$ cat config.mk
export PLATFORM = sky130hd
export DESIGN_NAME = addr_abort_guard
export DESIGN_NICKNAME = d
export VERILOG_FILES = /design/src/rtl/guard_pkg.sv /design/src/rtl/guard_region.sv /design/src/rtl/guard_fault_log.sv /design/src/rtl/addr_abort_guard.sv
export SDC_FILE = /design/constraint.sdc
export NUM_CORES = 1
export LEC_CHECK = 0
export BUFFER_PORTS_ARGS = -buffer_cell sky130_fd_sc_hd__buf_4
export CORE_UTILIZATION = 25
export CTS_CLUSTER_SIZE = 30
export DETAILED_ROUTE_END_ITERATION = 16
export PLACE_DENSITY = 0.44
export SLEW_MARGIN = 30
export SYNTH_ARGS = -nofsm -noshare
export SYNTH_HDL_FRONTEND = slang
export SYNTH_SLANG_ARGS = --single-unit
$ cat constraint.sdc
create_clock -name clk -period 5.3 [get_ports clk]
set_clock_uncertainty 0.15 [all_clocks]
set_input_delay 0.53 -clock clk [delete_from_list [all_inputs] [get_ports clk]]
set_output_delay 0.53 -clock clk [all_outputs]
set_load 0.01 [all_outputs]
$ cat src/rtl/guard_pkg.sv
package guard_pkg;
   // cycle class as {pgm_valid, dat_valid}
   typedef enum logic [1:0] {
      CYC_INTERNAL = 2'b00,
      CYC_DATA     = 2'b01,
      CYC_PROG     = 2'b10,
      CYC_FETCH    = 2'b11
   } cyc_t;

   typedef enum logic [1:0] {
      ACC_NONE  = 2'd0,
      ACC_READ  = 2'd1,
      ACC_WRITE = 2'd2,
      ACC_EXEC  = 2'd3
   } acc_t;
endpackage

$ cat src/rtl/guard_region.sv
module guard_region
   import guard_pkg::*;
#(
   parameter int AW    = 24,
   parameter int DW    = 32,
   parameter int SEL_W = 5,
   parameter int IDX   = 0
) (
   input  logic             clk,
   input  logic             rst_n,
   input  logic             cfg_we,
   input  logic [SEL_W-1:0] cfg_sel,
   input  logic [AW-1:0]    cfg_wdata,
   input  logic [AW-1:0]    addr,
   input  acc_t             acc,
   output logic             hit,
   output logic             allow,
   output logic [DW-1:0]    rdata
);
   localparam logic [SEL_W-1:0] LO_SEL  = SEL_W'(4*IDX);
   localparam logic [SEL_W-1:0] HI_SEL  = SEL_W'(4*IDX + 1);
   localparam logic [SEL_W-1:0] CTL_SEL = SEL_W'(4*IDX + 2);

   logic [AW-1:0] lo_q, hi_q;
   logic          en_q, rd_q, wr_q, ex_q;

   always_ff @(posedge clk or negedge rst_n) begin
      if (!rst_n) begin
         lo_q <= '0;
         hi_q <= '0;
         en_q <= 1'b0;
         rd_q <= 1'b0;
         wr_q <= 1'b0;
         ex_q <= 1'b0;
      end else if (cfg_we) begin
         if (cfg_sel == LO_SEL) lo_q <= cfg_wdata;
         if (cfg_sel == HI_SEL) hi_q <= cfg_wdata;
         if (cfg_sel == CTL_SEL) begin
            en_q <= cfg_wdata[0];
            rd_q <= cfg_wdata[1];
            wr_q <= cfg_wdata[2];
            ex_q <= cfg_wdata[3];
         end
      end
   end

   assign hit = en_q && (addr >= lo_q) && (addr <= hi_q);

   always_comb begin
      unique case (acc)
         ACC_READ:  allow = rd_q;
         ACC_WRITE: allow = wr_q;
         ACC_EXEC:  allow = ex_q;
         default:   allow = 1'b1;
      endcase
   end

   always_comb begin
      rdata = '0;
      if (cfg_sel == LO_SEL)  rdata = DW'(lo_q);
      if (cfg_sel == HI_SEL)  rdata = DW'(hi_q);
      if (cfg_sel == CTL_SEL) rdata = DW'({ex_q, wr_q, rd_q, en_q});
   end
endmodule

$ cat src/rtl/guard_fault_log.sv
module guard_fault_log #(
   parameter int AW       = 24,
   parameter int DW       = 32,
   parameter int SEL_W    = 5,
   parameter int ADDR_IDX = 16,
   parameter int INFO_IDX = 17
) (
   input  logic             clk,
   input  logic             rst_n,
   input  logic             capture,
   input  logic [AW-1:0]    addr,
   input  logic             rw_n,
   input  logic             pgm_valid,
   input  logic             dat_valid,
   input  logic             cfg_we,
   input  logic [SEL_W-1:0] cfg_sel,
   input  logic             cfg_clr_bit,
   output logic [DW-1:0]    rdata
);
   localparam logic [SEL_W-1:0] A_SEL = SEL_W'(ADDR_IDX);
   localparam logic [SEL_W-1:0] I_SEL = SEL_W'(INFO_IDX);

   logic [AW-1:0] f_addr_q;
   logic [2:0]    f_kind_q;
   logic          valid_q;
   logic          clr;

   assign clr = cfg_we && (cfg_sel == I_SEL) && cfg_clr_bit;

   always_ff @(posedge clk or negedge rst_n) begin
      if (!rst_n) begin
         f_addr_q <= '0;
         f_kind_q <= '0;
         valid_q  <= 1'b0;
      end else if (capture) begin
         // a new fault outranks a software clear in the same cycle
         f_addr_q <= addr;
         f_kind_q <= {rw_n, pgm_valid, dat_valid};
         valid_q  <= 1'b1;
      end else if (clr) begin
         valid_q  <= 1'b0;
      end
   end

   always_comb begin
      rdata = '0;
      if (cfg_sel == A_SEL) rdata = DW'(f_addr_q);
      if (cfg_sel == I_SEL) rdata = DW'({f_kind_q, valid_q});
   end

   a_r11_logged_on_abort: assert property (@(posedge clk) disable iff (!rst_n)
      capture |=> valid_q);
   a_r12_clear_drops_valid: assert property (@(posedge clk) disable iff (!rst_n)
      (clr && !capture) |=> !valid_q);
endmodule

$ cat src/rtl/addr_abort_guard.sv
module addr_abort_guard
   import guard_pkg::*;
#(
   parameter int ADDR_W             = 24,
   parameter int DATA_W             = 32,
   parameter int NREGIONS           = 4,
   parameter bit EMU_FALSE_RD_CHECK = 1'b0,
   localparam int NSEL  = 4*NREGIONS + 2,
   localparam int SEL_W = $clog2(NSEL)
) (
   input  logic              clk,
   input  logic              rst_n,
   input  logic [ADDR_W-1:0] bus_addr,
   input  logic              rw_n,
   input  logic              pgm_valid,
   input  logic              dat_valid,
   input  logic              emu_mode,
   input  logic              vec_pull,
   input  logic              cfg_we,
   input  logic [SEL_W-1:0]  cfg_sel,
   input  logic [DATA_W-1:0] cfg_wdata,
   output logic [DATA_W-1:0] cfg_rdata,
   output logic              abort_req
);
   localparam int ADDR_IDX = 4*NREGIONS;
   localparam int INFO_IDX = 4*NREGIONS + 1;

   if (NREGIONS < 1 || NREGIONS > 16) begin : g_bad_n
      $error("NREGIONS must be 1..16");
   end
   if (DATA_W <= ADDR_W) begin : g_bad_w
      $error("DATA_W must exceed ADDR_W");
   end

   logic                unused_wdata_hi;
   assign unused_wdata_hi = ^cfg_wdata[DATA_W-1:ADDR_W];

   // ---- cycle classification ----
   logic chk_false;
   if (EMU_FALSE_RD_CHECK) begin : g_false_chk
      assign chk_false = emu_mode && rw_n;
   end else begin : g_false_skip
      assign chk_false = 1'b0;
   end

   acc_t acc;
   always_comb begin
      unique case (cyc_t'({pgm_valid, dat_valid}))
         CYC_FETCH:    acc = ACC_EXEC;
         CYC_INTERNAL: acc = chk_false ? ACC_READ : ACC_NONE;
         default:      acc = rw_n ? ACC_READ : ACC_WRITE;
      endcase
   end

   // ---- windows ----
   logic [NREGIONS-1:0] hit, allow;
   logic [DATA_W-1:0]   win_rd [NREGIONS];

   for (genvar i = 0; i < NREGIONS; i++) begin : g_win
      guard_region #(
         .AW(ADDR_W), .DW(DATA_W), .SEL_W(SEL_W), .IDX(i)
      ) u_win (
         .clk       (clk),
         .rst_n     (rst_n),
         .cfg_we    (cfg_we),
         .cfg_sel   (cfg_sel),
         .cfg_wdata (cfg_wdata[ADDR_W-1:0]),
         .addr      (bus_addr),
         .acc       (acc),
         .hit       (hit[i]),
         .allow     (allow[i]),
         .rdata     (win_rd[i])
      );
   end

   // lowest index wins: scan downward so the last assignment is the lowest hit
   logic deny;
   always_comb begin
      deny = 1'b0;
      for (int i = NREGIONS-1; i >= 0; i--) begin
         if (hit[i]) deny = ~allow[i];
      end
   end

   // ---- abort pulse and mask ----
   logic fault, masked_q, fire;
   assign fault = (acc != ACC_NONE) && deny;
   assign fire  = fault && !masked_q;

   always_ff @(posedge clk or negedge rst_n) begin
      if (!rst_n) begin
         abort_req <= 1'b0;
         masked_q  <= 1'b0;
      end else begin
         abort_req <= fire;
         if (fire)          masked_q <= 1'b1;
         else if (vec_pull) masked_q <= 1'b0;
      end
   end

   // ---- status ----
   logic [DATA_W-1:0] log_rd;
   guard_fault_log #(
      .AW(ADDR_W), .DW(DATA_W), .SEL_W(SEL_W),
      .ADDR_IDX(ADDR_IDX), .INFO_IDX(INFO_IDX)
   ) u_log (
      .clk         (clk),
      .rst_n       (rst_n),
      .capture     (fire),
      .addr        (bus_addr),
      .rw_n        (rw_n),
      .pgm_valid   (pgm_valid),
      .dat_valid   (dat_valid),
      .cfg_we      (cfg_we),
      .cfg_sel     (cfg_sel),
      .cfg_clr_bit (cfg_wdata[0]),
      .rdata       (log_rd)
   );

   always_comb begin
      cfg_rdata = log_rd;
      for (int i = 0; i < NREGIONS; i++) cfg_rdata = cfg_rdata | win_rd[i];
   end

   // ---- assertions ----
   a_r10_single_pulse: assert property (@(posedge clk) disable iff (!rst_n)
      abort_req |=> !abort_req);
   a_r10_masked_quiet: assert property (@(posedge clk) disable iff (!rst_n)
      masked_q |=> !abort_req);
   a_r8_internal_no_fault: assert property (@(posedge clk) disable iff (!rst_n)
      (!pgm_valid && !dat_valid && !(EMU_FALSE_RD_CHECK && emu_mode && rw_n)) |=> !abort_req);
   a_r6_no_hit_no_abort: assert property (@(posedge clk) disable iff (!rst_n)
      (hit == '0) |=> !abort_req);
endmodule

==> impl_metrics.env <==
export IMPL_clkLatencyLatePin_ns=0.57
export IMPL_hold_buffers=2
export IMPL_crit_arrival_ns=4.19
export IMPL_synth_adder_area_share_pct=15.8
export IMPL_synth_top_area_cell="dfrtp_1"
export IMPL_regArea_um2=5960
export IMPL_final_util_pct=29.5
export IMPL_critPathMaxFanout=20
export IMPL_ys_async_sr_fraction_pct=100
export IMPL_critPathRequiredTime_ns=5.59
export IMPL_overflow=0
export IMPL_min_period_over_period_pct=73.6
export IMPL_worstReg2RegStart="g_win[0].u_win.hi_q[22]"
export IMPL_drv_slew=0
export IMPL_postCtsResizedCells=0
export IMPL_multi_input_area_um2=8360
export IMPL_syn_cell_area_um2=15300
export IMPL_synth_mux_area_share_pct=18.3
export IMPL_slew_headroom_pct=38.9
export IMPL_die_x_um=249
export IMPL_cap_viol_max_count=0
export IMPL_cts_buffers_inserted=29
export IMPL_synth_compound_area_share_pct=12.3
export IMPL_post_cts_setup_buffer_count=0
export IMPL_path_clk_slew_ns=0.06
export IMPL_drive_gt1_share_pct=26.8
export IMPL_antenna_found_initial=0
export IMPL_io_pins=102
export IMPL_netlist_instances=1421
export IMPL_postSynthAreaPerCell_um2=10.7
export IMPL_gp_congestion=0.834
export IMPL_drc=0
export IMPL_wire_per_inst_um=22.7
export IMPL_synth_top_area_share_pct=39.0
export IMPL_dpl_hpwl_mm=37.9
export IMPL_criticalPathCategory="flop to flop"
export IMPL_synth_xor_area_share_pct=0
export IMPL_hold_violations=0
export IMPL_synth_commonest_cells="dfrtp_1 (238), mux2_2 (209), ha_1 (193)"
export IMPL_rows=90
export IMPL_max_freq_mhz=256
export IMPL_whs_path_depth=2
export IMPL_synth_edf_count=0
export IMPL_n_antenna_cell=0
export IMPL_dieArea_um2=62000
export IMPL_synth_most_common_cell="dfrtp_1"
export IMPL_p_per_area_nw_per_um2=353
export IMPL_nNetsFinal=1778
export IMPL_status="finished clean"
export IMPL_cts_root_buf="clkbuf_16"
export IMPL_viasPerCell=4.93
export IMPL_critPathLaunchType="flop"
export IMPL_yosys_area_share_simple_pct=7.92
export IMPL_tns_ns=0
export IMPL_drt_total_wl_mm=52.6
export IMPL_via_count=11400
export IMPL_ant_nets=0
export IMPL_worst_r2r_setup_slack_ns=1.40
export IMPL_initial_core_util_pct=25.3
export IMPL_synth_top_family_by_area="multiplexers"
export IMPL_worstHoldEndpoint="u_log.f_kind_q[0]"
export IMPL_setup_violations=0
export IMPL_first_global_vias=11800
export IMPL_syn_to_final_growth_pct=16.7
export IMPL_portBuffers=84
export IMPL_coreArea_um2=60400
export IMPL_ys_warn_count=0
export IMPL_end_kind="flop"
export IMPL_rsz0062_at_grt="no"
export IMPL_leakage_nw=8.31
export IMPL_ys_seq_elements=238
export IMPL_tightest_slew_ns=0.911
export IMPL_fin_cells=2317
export IMPL_synth_area_top_cells="dfrtp_1 (39%), ha_1 (16%), mux2_2 (15%), inv_1 (4.6%), mux2_4 (2.7%)"
export IMPL_die_y_um=249
export IMPL_fillers=6312
export IMPL_synth_main_ff_cell="dfrtp_1"
export IMPL_regToRegEndpoint="u_log.f_addr_q[15]"
export IMPL_dr_pass1_iters=5
export IMPL_hold_path_class="input port to flop"
export IMPL_min_from="dat_valid"
export IMPL_dp_cells=2264
export IMPL_reg2reg_depth=12
export IMPL_grt_pass1_wl_mm=78.2
export IMPL_clock_path_buffers=3
export IMPL_drtIter0Drc=623
export IMPL_grt_max_degree=102
export IMPL_ys_seq_area_share_pct=39.0
export IMPL_grt_usage_pct=16.9
export IMPL_ys_types=60
export IMPL_clock_sinks=238
export IMPL_h_tree_depth=1
export IMPL_peakVddDrop_v=0.000245
export IMPL_cts_tree="done"
export IMPL_fin_crit_ns=3.90
-- logic make-up (layout without fill, tap and decap cells) --
family	after synthesis	in the layout
flops	238	238
fa+ha+maj	193	193
compound gates	268	268
other cells	1	8
simple gates	236	236
buf+inv	246	353
mux	239	239
-- cells in the final DEF, fill, tap and decap left out, types with 31 or more instances in the layout --
cell type	count
dfrtp_1	238
mux2_2	209
buf_4	109
a221oi_1	31
a21oi_1	77
nand4_1	51
nand2_1	82
inv_1	189
ha_1	193
a22oi_1	48
-- routing by layer --
layer	track usage, %	vias to the layer above	part of all wire (%)
li1	-	5335	-
met1	23.6	5790	48
met5	0	-	0
met2	27.4	218	46
met4	4.30	0	2.6
met3	2.22	69	3.6
-- stage by stage --
stage | hold WS [ns] | power [mW] | setup slack, ns | area, um2
after detailed placement | 0.334 | 4.33 | 0.919 | 16800
after CTS | 0.0270 | 6.35 | 1.36 | 17800
after floorplan | 0.0844 | 3.70 | 2.08 | 15300
after global placement | 0.308 | 4.29 | 0.988 | 16800
after global routing | 0.0468 | 6.68 | 1.10 | 17800
final | 0.0524 | 6.28 | 1.40 | 17800
-- state kept, by name, indices dropped and copies added (netlist names) --
| signal | cells |
|---|---|
| g_win.u_win.hi_q | 96 |
| g_win.u_win.en_q | 4 |
| g_win.u_win.rd_q | 4 |
| u_log.f_addr_q | 24 |
| masked_q | 1 |
| g_win.u_win.wr_q | 4 |
| abort_req | 1 |
| g_win.u_win.lo_q | 96 |
| u_log.valid_q | 1 |
| g_win.u_win.ex_q | 4 |
| u_log.f_kind_q | 3 |
-- critical path, stage by stage, from the launching register on --
cell	delay, ns
dfrtp_1	0.37
inv_1	0.06
ha_1	0.31
nand4_1	0.25
nor4_1	0.71
and4_1	0.39
o31ai_1	0.11
nand3_1	0.08
o2bb2ai_1	0.21
nor4_1	0.13
a41oi_4	0.20
buf_4	0.44
mux2_4	0.34
-- final cells by class --
| class | instances | area share, % |
|---|---|---|
| repair buffers | 114 | 5.01 |
| clock buffers | 40 | 4.59 |
| multi-input cells | 944 | 46.9 |
| clock inverters | 10 | 0.562 |
| well taps | 782 | 5.49 |
| flip-flops and latches | 238 | 33.4 |
| inverters | 189 | 3.98 |
-- where the power goes --
part,switching [mW],total [mW],internal [mW]
Sequential,0.332,2.58,2.25
Clock,0.826,1.99,1.16
Combinational,0.859,1.72,0.859
Total,2.02,6.28,4.26
-- worst max-delay path by stage --
| stage | from | end | slack (ns) | cells after the start |
|---|---|---|---|---|
| after floorplan | bus_addr[0] | u_log.f_addr_q[0] | 2.08 | 12 |
| after global placement | bus_addr[0] | u_log.f_addr_q[13] | 0.99 | 13 |
| after detailed placement | bus_addr[0] | u_log.f_addr_q[14] | 0.92 | 13 |
| after CTS | g_win[0].u_win.hi_q[22] | u_log.f_addr_q[15] | 1.36 | 12 |
| after global routing | g_win[0].u_win.hi_q[22] | u_log.f_addr_q[15] | 1.10 | 12 |
| final | g_win[0].u_win.hi_q[22] | u_log.f_addr_q[15] | 1.40 | 12 |
Note: power is estimated with default switching activity, not from simulation.
